==> src/rtl/odl_rep_pkg.sv <==
package odl_rep_pkg;

   typedef enum logic [2:0] {
      RS_IDLE   = 3'd0,
      RS_HWAIT  = 3'd1,
      RS_HHOLD  = 3'd2,
      RS_HBOOST = 3'd3,
      RS_CWAIT  = 3'd4,
      RS_CHOLD  = 3'd5,
      RS_CBOOST = 3'd6
   } rep_state_t;

   typedef struct packed {
      logic host_pd;
      logic host_pu;
      logic card_pd;
      logic card_pu;
   } drive_t;

   function automatic int unsigned ns_to_cycles(longint unsigned clk_hz,
                                                longint unsigned dly_ns);
      longint unsigned prod;
      prod = clk_hz * dly_ns;
      return int'((prod + 64'd999_999_999) / 64'd1_000_000_000);
   endfunction

endpackage

==> src/rtl/odl_sync.sv <==
module odl_sync #(
   parameter int   STAGES  = 2,
   parameter logic RST_VAL = 1'b1
) (
   input  logic clk,
   input  logic rst_n,
   input  logic d,
   output logic q
);
   if (STAGES < 2) begin : g_bad_stages
      $error("odl_sync: STAGES must be at least 2");
   end

   logic [STAGES-1:0] chain;

   always_ff @(posedge clk or negedge rst_n) begin
      if (!rst_n) chain <= {STAGES{RST_VAL}};
      else        chain <= {chain[STAGES-2:0], d};
   end

   assign q = chain[STAGES-1];
endmodule

==> src/rtl/odl_delay_timer.sv <==
module odl_delay_timer #(
   parameter int unsigned CYC = 20
) (
   input  logic clk,
   input  logic rst_n,
   input  logic load,
   output logic done
);
   localparam int CNT_W = (CYC > 1) ? $clog2(CYC) : 1;
   localparam logic [CNT_W-1:0] LOAD_VAL = CNT_W'(CYC - 1);

   if (CYC < 1) begin : g_bad_cyc
      $error("odl_delay_timer: CYC must be at least 1");
   end

   logic [CNT_W-1:0] cnt;

   always_ff @(posedge clk or negedge rst_n) begin
      if (!rst_n)          cnt <= '0;
      else if (load)       cnt <= LOAD_VAL;
      else if (cnt != '0)  cnt <= cnt - 1'b1;
   end

   assign done = (cnt == '0);

   a_r4_cnt_in_range: assert property (@(posedge clk) disable iff (!rst_n)
      cnt <= LOAD_VAL);

   a_r4_load_restarts: assert property (@(posedge clk) disable iff (!rst_n)
      load |=> (cnt == LOAD_VAL));
endmodule

==> src/rtl/odl_channel.sv <==
module odl_channel
   import odl_rep_pkg::*;
#(
   parameter int unsigned DLY_CYC       = 20,
   parameter int          SYNC_STAGES   = 2,
   parameter bit          HOST_WINS_TIE = 1'b1
) (
   input  logic clk,
   input  logic rst_n,
   input  logic lines_en,
   input  logic host_in,
   input  logic card_in,
   output logic host_pd,
   output logic host_pu,
   output logic card_pd,
   output logic card_pu
);
   logic host_s, card_s;
   logic host_prev, card_prev;
   logic host_fall, card_fall;
   logic host_take, card_take;
   logic tmr_load, tmr_done;
   rep_state_t st, st_nxt;
   drive_t drv;

   odl_sync #(.STAGES(SYNC_STAGES), .RST_VAL(1'b1)) u_sync_host (
      .clk(clk), .rst_n(rst_n), .d(host_in), .q(host_s));
   odl_sync #(.STAGES(SYNC_STAGES), .RST_VAL(1'b1)) u_sync_card (
      .clk(clk), .rst_n(rst_n), .d(card_in), .q(card_s));

   always_ff @(posedge clk or negedge rst_n) begin
      if (!rst_n) begin
         host_prev <= 1'b1;
         card_prev <= 1'b1;
      end else begin
         host_prev <= host_s;
         card_prev <= card_s;
      end
   end

   assign host_fall = host_prev & ~host_s;
   assign card_fall = card_prev & ~card_s;

   if (HOST_WINS_TIE) begin : g_tie_host
      assign host_take = host_fall;
      assign card_take = card_fall & ~host_fall;
   end else begin : g_tie_card
      assign host_take = host_fall & ~card_fall;
      assign card_take = card_fall;
   end

   always_comb begin
      st_nxt   = st;
      tmr_load = 1'b0;
      if (!lines_en) begin
         st_nxt = RS_IDLE;
      end else begin
         unique case (st)
            RS_IDLE: begin
               if (host_take) begin
                  st_nxt = RS_HWAIT; tmr_load = 1'b1;
               end else if (card_take) begin
                  st_nxt = RS_CWAIT; tmr_load = 1'b1;
               end
            end
            RS_HWAIT:  if (host_s) st_nxt = RS_IDLE;
                       else if (tmr_done) st_nxt = RS_HHOLD;
            RS_HHOLD:  if (host_s) begin
                          st_nxt = RS_HBOOST; tmr_load = 1'b1;
                       end
            RS_HBOOST: if (tmr_done) st_nxt = RS_IDLE;
            RS_CWAIT:  if (card_s) st_nxt = RS_IDLE;
                       else if (tmr_done) st_nxt = RS_CHOLD;
            RS_CHOLD:  if (card_s) begin
                          st_nxt = RS_CBOOST; tmr_load = 1'b1;
                       end
            RS_CBOOST: if (tmr_done) st_nxt = RS_IDLE;
            default:   st_nxt = RS_IDLE;
         endcase
      end
   end

   always_ff @(posedge clk or negedge rst_n) begin
      if (!rst_n) st <= RS_IDLE;
      else        st <= st_nxt;
   end

   odl_delay_timer #(.CYC(DLY_CYC)) u_timer (
      .clk(clk), .rst_n(rst_n), .load(tmr_load), .done(tmr_done));

   always_comb begin
      drv         = '0;
      drv.card_pd = (st == RS_HHOLD);
      drv.card_pu = (st == RS_HBOOST);
      drv.host_pd = (st == RS_CHOLD);
      drv.host_pu = (st == RS_CBOOST);
   end

   assign host_pd = drv.host_pd;
   assign host_pu = drv.host_pu;
   assign card_pd = drv.card_pd;
   assign card_pu = drv.card_pu;

   a_r10_one_driver: assert property (@(posedge clk) disable iff (!rst_n)
      $onehot0({host_pd, host_pu, card_pd, card_pu}));

   a_r8_disable_quiet: assert property (@(posedge clk) disable iff (!rst_n)
      !lines_en |=> !(host_pd | host_pu | card_pd | card_pu));

   a_r2_copy_host_low: assert property (@(posedge clk) disable iff (!rst_n)
      $rose(card_pd) |-> !host_s);

   a_r3_copy_card_low: assert property (@(posedge clk) disable iff (!rst_n)
      $rose(host_pd) |-> !card_s);

   a_r4_boost_card_after_hold: assert property (@(posedge clk) disable iff (!rst_n)
      $rose(card_pu) |-> $past(card_pd));

   a_r4_boost_host_after_hold: assert property (@(posedge clk) disable iff (!rst_n)
      $rose(host_pu) |-> $past(host_pd));
endmodule

==> src/rtl/odl_repeater.sv <==
module odl_repeater
   import odl_rep_pkg::*;
#(
   parameter int              NUM_LINES     = 3,
   parameter longint unsigned CLK_HZ        = 100_000_000,
   parameter longint unsigned DELAY_NS      = 200,
   parameter int              SYNC_STAGES   = 2,
   parameter bit              HOST_WINS_TIE = 1'b1
) (
   input  logic                 clk,
   input  logic                 rst_n,
   input  logic                 lines_en,
   input  logic [NUM_LINES-1:0] host_in,
   input  logic [NUM_LINES-1:0] card_in,
   output logic [NUM_LINES-1:0] host_pd_en,
   output logic [NUM_LINES-1:0] host_pu_en,
   output logic [NUM_LINES-1:0] card_pd_en,
   output logic [NUM_LINES-1:0] card_pu_en
);
   localparam int unsigned DLY_CYC = ns_to_cycles(CLK_HZ, DELAY_NS);

   if (NUM_LINES < 1) begin : g_bad_lines
      $error("odl_repeater: NUM_LINES must be at least 1");
   end
   if (DLY_CYC < 1) begin : g_bad_delay
      $error("odl_repeater: delay rounds to zero cycles");
   end

   for (genvar i = 0; i < NUM_LINES; i++) begin : g_line
      odl_channel #(
         .DLY_CYC      (DLY_CYC),
         .SYNC_STAGES  (SYNC_STAGES),
         .HOST_WINS_TIE(HOST_WINS_TIE)
      ) u_ch (
         .clk     (clk),
         .rst_n   (rst_n),
         .lines_en(lines_en),
         .host_in (host_in[i]),
         .card_in (card_in[i]),
         .host_pd (host_pd_en[i]),
         .host_pu (host_pu_en[i]),
         .card_pd (card_pd_en[i]),
         .card_pu (card_pu_en[i])
      );
   end

   a_r1_reset_quiet: assert property (@(posedge clk)
      !rst_n |-> !(|{host_pd_en, host_pu_en, card_pd_en, card_pu_en}));
endmodule

==> config.mk <==
export PLATFORM = sky130hd
export DESIGN_NAME = odl_repeater
export DESIGN_NICKNAME = d
export VERILOG_FILES = /design/src/rtl/odl_rep_pkg.sv /design/src/rtl/odl_sync.sv /design/src/rtl/odl_delay_timer.sv /design/src/rtl/odl_channel.sv /design/src/rtl/odl_repeater.sv
export SDC_FILE = /design/constraint.sdc
export NUM_CORES = 1
export LEC_CHECK = 0
export BUFFER_PORTS_ARGS = -buffer_cell sky130_fd_sc_hd__clkbuf_2
export CORE_MARGIN = 8
export CORE_UTILIZATION = 30
export CTS_CLUSTER_SIZE = 24
export DETAILED_ROUTE_END_ITERATION = 6
export REMOVE_ABC_BUFFERS = 1
export SLEW_MARGIN = 5
export SYNTH_ARGS = -nofsm -noshare
export SYNTH_HDL_FRONTEND = slang
export SYNTH_SLANG_ARGS = --single-unit
==> constraint.sdc <==
create_clock -name clk -period 3.2 [get_ports clk]
set_input_delay 0 -clock clk [delete_from_list [all_inputs] [get_ports clk]]
set_output_delay 0 -clock clk [all_outputs]
set_load 0.005 [all_outputs]
# After elaboration in Yosys (flattened, before gate mapping)
# Cells that the tools add are included.
# word_totals
reg_bits	42
output_inout_bits	12
# classes
add_sub_neg	3
eq_ne	36
mux	57
bitwise_logic	18
n_reduce_logical	18
# op_table
operator	count
$mux W3	30
$pmux W3 S6	3
$mux W5	6
$eq A3 B3 Y1 const B	9
$ne A4 B3 Y1 const B	6
$eq A3 B2 Y1 const B	6
$ne A3 B3 Y1 const B	6
$reduce_and A6 Y1	3
$logic_not A5 Y1	3
$mux W1	15
$reduce_bool A5 Y1	3
$sub A5 B1 Y5 const B	3
$ne A4 B2 Y1 const B	3
$and A1 B1 Y1	9
$eq A3 B1 Y1 const B	3
$logic_not A3 Y1	3
$ne A3 B2 Y1 const B	3
$not A1 Y1	9
$pmux W1 S3	3
$reduce_bool A2 Y1	3
$reduce_or A2 Y1	3

# Longest topological paths before layout
# logic_depth
depth_word	9
depth_mapped	7
mapped_depth_nobuf	7

# Modules after synthesis
# A second synthesis with hierarchy kept.
# unflattened
hier_cells	228
area_unflattened_um2	2319.7
# by_module_without_submodules
module	n_inst	cells_each	area_each_um2
odl_channel	3	47	400.4
odl_delay_timer	3	25	267.8
odl_sync	6	2	52.6

# Least setup slack after synthesis
# Ideal clock, no wire load.
# synth_timing
kind	flip-flop to flip-flop
start	reg g_line[0].u_ch.u_timer.cnt[0]
end	reg g_line[0].u_ch.st[0]
setup_time_ps	123
t_arrival_ps	1793
t_required_ps	3077
slack_ps	1284
stages_incl_launch_ff	8
n_path_buf	0
period_less_slack_ps	1916
cell_sequence	dfrtp_1 -> inv_1 -> ha_1 -> inv_2 -> nor4_4 -> a21oi_1 -> mux4_2 -> mux2i_1
# synth_between
elab_chain_cells	3
word_cells_on_any_way	5
classes_between	eq/ne (3); reduce/logical (2)
# synth_rtl
item	line	rtl
start: declaration	odl_delay_timer.sv:16	logic [CNT_W-1:0] cnt;
start signal: assignment	odl_delay_timer.sv:21	else if (cnt != '0) cnt <= cnt - 1'b1;
$logic_not A5 Y1 *	odl_delay_timer.sv:24	assign done = (cnt == '0);
$ne A4 B3 Y1 (no line) or $ne A3 B2 Y1 (tied branches)	-	
$reduce_and A6 Y1 (no line) *	-	
end signal: assignment	odl_channel.sv:85	else st <= st_nxt;
end: declaration	odl_channel.sv:23	rep_state_t st, st_nxt;
# Every way passes the cells marked *; elsewhere a longest branch is shown, timed or not.
# A chain may end at the register's enable or synchronous reset.

# Final worst setup path
# Same ends and word-level chain as after synthesis.

==> results.md <==
- The run finished with clean final reports.
- The half-perimeter wire length after detailed placement is 2732 um.
- Counting every sink on the clock net gives 42.
- The first global-routing pass estimated 7189 um of wire.
- The initial cell density of the core is 0.3084.
- Of the cells placed in the final design, the portion with a size suffix greater than 1 is 0.2383.
- The relative contribution of sequential cells to total power is 0.472.
- The total grt overflow is 0.
- Traced cell by cell, the critical path runs through inv_1 -> ha_1 -> inv_2 -> nor4_4 -> a21oi_1 -> mux4_2 -> mux2i_1.
- Of the total synthesized cell area, the portion taken by full adders, half adders and majority gates is 0.02587.
- The kind of start point of the critical path is a flip-flop.
- The slowest cell on the critical path is sky130_fd_sc_hd__nor4_4.
- The number of buffers added for setup after CTS is 0.
- The start-to-end type of the worst setup path is flip-flop to flip-flop.
- Once detail routing completed, the nets flagged for antenna violations numbered 0.
- By area, the combinational part of the netlist is dominated by simple AND/OR/NAND/NOR gates.
- The final standard cell utilization of the core is 0.3439.
- The net switching share of the total power is 0.3482.
- The number of enable flip-flop cells after synthesis is 0.
- The number of standard cells after synthesis is about 220.
- The largest single stage delay on the critical path is 0.57 ns.
- The share of total power dissipated in combinational logic is 0.331.
- The die width is slightly above 100 um.
- The cell area after placement is roughly 0.0023 mm^2.
- Of the available clock period, the critical path in the final layout requires 0.6529.
- Registers take around 0.0011 mm^2.
- The die covers 0.01043 mm^2.
- The number of instances resized during post-cts repair is 0.
- The H-tree depth is 2.
- The endpoint arrival time on the critical path is 2.27 ns.
- Setup repair after global routing left no endpoint under its margin.
- The path class of the tightest hold or removal check is input pin to flip-flop.
- The final net count is roughly 250.
- The number of buffers and inverters on the critical path is 2.
- The global router's overall resource usage is 0.08453.
- The proportion of power drawn by the clock network is 0.197.
- TritonCTS built the clock tree.
- The clock transition at the register clock pins on the worst setup and hold paths after CTS is 0.08 ns.
- The number of max-slew violations in the final report came to 0.
- The top fanout value on the critical path is 10.
- The sequential fraction of the synthesis area is 0.4826.
- From synthesis to final layout, the design area changed by 11.53%.
- After synthesis, the mean cell area works out to ~10 um^2.
- Across all layers, the routed design uses about 1.5k vias.
- The required time at the endpoint of the critical path is between 3 and 4 ns.
- In the final layout, the multi-input gates occupy 963.4 um^2.
- The synthesized-area fraction occupied by ao, oa, aoi and oai cells is 0.1147.
- The worst-case IR drop observed on VDD is between 0.2 and 0.3 mV.
- The number of detailed-route iterations in the first pass is 4.
- The leakage power summed over all cells is 1.064 nW.
- Measured along the y axis, the die boundary spans approximately 100 um.
- Once layout is done, the placed cells without fillers occupy ~0.0025 mm^2.
- The non-filler instance count after layout is approximately 330.
- The number of placed instances with taps included is 319.
- The number of fill cells is 770.
- The final hold violation count is 0.
- Of the total synthesized cell area, the portion taken by XOR and XNOR cells is 0.02756.
- After synthesis, the share of flip-flops with an asynchronous set or reset is 1.000.
- The initial antenna violation count was 0.
- The number of clock buffers added by TritonCTS is 5.
- The mapped cell area is around 0.0022 mm^2.
- Dividing the detail-routed wire length by the instance count gives about 12 um.
- The core area is 0.007214 mm^2.
- The power density over cell area is 713.5 mW/mm^2.
- The max-capacitance violation count is 0.
- The number of global-route vias before repair is approximately 1.6k.
- The aggregate routed wire length is approximately 3900 um.
- The clock tree buffer depth is 2.
- The worst path in the final design needs a cycle of between 2 and 2.5 ns, including I/O delays and setup.
- The quantity of I/O buffers inserted on ports is 20.
- The most used flip-flop cell after synthesis is sky130_fd_sc_hd__dfrtp_1.
- The mux share of post-synthesis cell area is 0.03712.
- For this block, the initial DRC count from the detailed router was between 70 and 80.
- The kind of end point of the critical path is a flip-flop.
- The analysis attributes to net switching a power of ~0.00062 W.
- Setup violations remaining at the end of the flow were counted as 0.
- Dividing the detail-routed via count by the number of cells gives 4.569.
- Timing would allow up to approximately 0.48 GHz.
- Yosys printed 0 warnings.
- Synthesis instantiated 52 different standard cells from the library.
- For the pin with the worst max-slew slack, the measured transition is approximately 1 ns.
- The repair_antennas step left the layout with diodes totalling 0.
- The internal power of the cells totals ~0.0012 W.
- After synthesis the netlist holds a flip-flop and latch count of 42.
- Hold is met by 0.1846 ns.
- The kind of cell adding the most delay to the critical path is multiplexers.
- The cell sitting at the root of the clock tree is a sky130_fd_sc_hd__clkbuf_8.
- Routability-driven placement finished with a final weighted congestion of 0.7825.
- Entering global routing, the biggest net connects 43 pins.
- The clock reaches the later pin of the worst-skew pair after approximately 0.29 ns.
- The I/O pin total is 21.
- The headroom to the max-slew limit is 0.3282.
- The count of hold-fix buffers inserted at cts is 7.
- The DRC violation count after routing is 0.
- The number of cell rows is 31.
- The setup clock skew after layout is 0.005842 ns.
- Setup total negative slack on the finished layout was measured at 0 ns.
- The area fraction in and, or, nand and nor cells after synthesis is 0.2278.
-- flip-flops by register name, indices dropped and copies added, names as in the netlist --
register and flops:
g_line.u_ch.u_timer.cnt 15, g_line.u_ch.st 9, g_line.u_ch.u_sync_host.chain 6, g_line.u_ch.card_prev 3
g_line.u_ch.u_sync_card.chain 6, g_line.u_ch.host_prev 3
-- worst reg2reg max path: stages, from the launching register on --
cell                      delay, ns
sky130_fd_sc_hd__dfrtp_1       0.38
sky130_fd_sc_hd__inv_1         0.09
sky130_fd_sc_hd__ha_1          0.16
sky130_fd_sc_hd__inv_2         0.06
sky130_fd_sc_hd__nor4_4        0.57
sky130_fd_sc_hd__a21oi_1       0.08
sky130_fd_sc_hd__mux4_2        0.51
sky130_fd_sc_hd__mux2i_1       0.13
-- layer usage --
layer / global-route usage / wire length, um / vias up
met5: 0 / 0 / -
li1: - / - / 768
met3: 0.02384 / 163 / 2
met1: 0.1041 / 1902 / 728
met4: 0.02935 / 24 / 0
met2: 0.1379 / 1848 / 28
-- cell usage after synthesis, types with 5 or more instances --
master,instances,area share
sky130_fd_sc_hd__dfrtp_1,24,0.27
sky130_fd_sc_hd__nor2_1,19,0.032
sky130_fd_sc_hd__dfstp_2,18,0.21
sky130_fd_sc_hd__inv_1,14,0.024
sky130_fd_sc_hd__nand2_1,14,0.024
sky130_fd_sc_hd__nand2b_1,13,0.037
sky130_fd_sc_hd__buf_4,12,0.040
sky130_fd_sc_hd__nor2b_1,11,0.031
sky130_fd_sc_hd__clkbuf_1,7,0.012
sky130_fd_sc_hd__xnor2_1,7,0.028
sky130_fd_sc_hd__mux2i_1,6,0.027
sky130_fd_sc_hd__a21oi_1,5,0.011
sky130_fd_sc_hd__o21ai_0,5,0.011
-- worst paths after layout --
kind / endpoint / slack (ns) / startpoint / depth (start not counted)
max in group asynchronous: g_line[0].u_ch.st[1] / 2.14 / rst_n / 2
setup / recovery: g_line[0].u_ch.st[0] / 1.11 / g_line[0].u_ch.u_timer.cnt[0] / 7
setup reg to reg: g_line[0].u_ch.st[0] / 1.11 / g_line[0].u_ch.u_timer.cnt[0] / 7
hold reg to reg: g_line[2].u_ch.u_sync_host.chain[1] / 0.36 / g_line[2].u_ch.u_sync_host.chain[0] / 0
hold / removal: g_line[1].u_ch.st[0] / 0.18 / lines_en / 3
min in group asynchronous: g_line[1].u_ch.u_timer.cnt[0] / 0.43 / rst_n / 2
-- stage by stage --
stage	worst slack (ns)	power [W]
floorplan	1.284	0.001289
detailed placement	1.117	0.001435
global route	0.9134	0.001929
finish	1.111	0.001770
global placement	1.199	0.001406
CTS	1.111	0.001808
-- layout by cell type (no fill, tap or decap), types with 5 or more instances in the layout --
cell type                        n
sky130_fd_sc_hd__dfrtp_1        24
sky130_fd_sc_hd__inv_1          14
sky130_fd_sc_hd__dfstp_2        18
sky130_fd_sc_hd__dlygate4sd3_1   7
sky130_fd_sc_hd__nand2_1        14
sky130_fd_sc_hd__nor2b_1        11
sky130_fd_sc_hd__clkbuf_2       20
sky130_fd_sc_hd__o21ai_0         5
sky130_fd_sc_hd__a21oi_1         5
sky130_fd_sc_hd__clkbuf_8        6
sky130_fd_sc_hd__xnor2_1         7
sky130_fd_sc_hd__nand2b_1       13
sky130_fd_sc_hd__mux2i_1         6
sky130_fd_sc_hd__nor2_1         19
-- power by group through the flow --
stage / logic, W / registers [W] / clock network (W)
5_1_grt: 0.000678 / 0.000862 / 0.000389
6_report: 0.000586 / 0.000835 / 0.000349
2_1_floorplan: 0.000487 / 0.000802 / 0
4_1_cts: 0.000598 / 0.000837 / 0.000373
3_3_place_gp: 0.000567 / 0.000839 / 0
3_5_place_dp: 0.000590 / 0.000845 / 0
-- kinds of logic after synthesis --
group / after synthesis
compound gates: 36
fa+ha+maj: 5
mux: 7
buf+inv: 37
flops: 42
xor+xnor: 7
simple gates: 88
-- cell type report --
cell class / instances / share of cell area
clock buffers: 6 / 0.03328
clock inverters: 2 / 0.004539
inverters: 15 / 0.02269
flip-flops and latches: 42 / 0.4327
well taps: 99 / 0.04992
repair buffers: 27 / 0.06858
multi-input cells: 143 / 0.3883
Power figures use the tool's default switching activity.
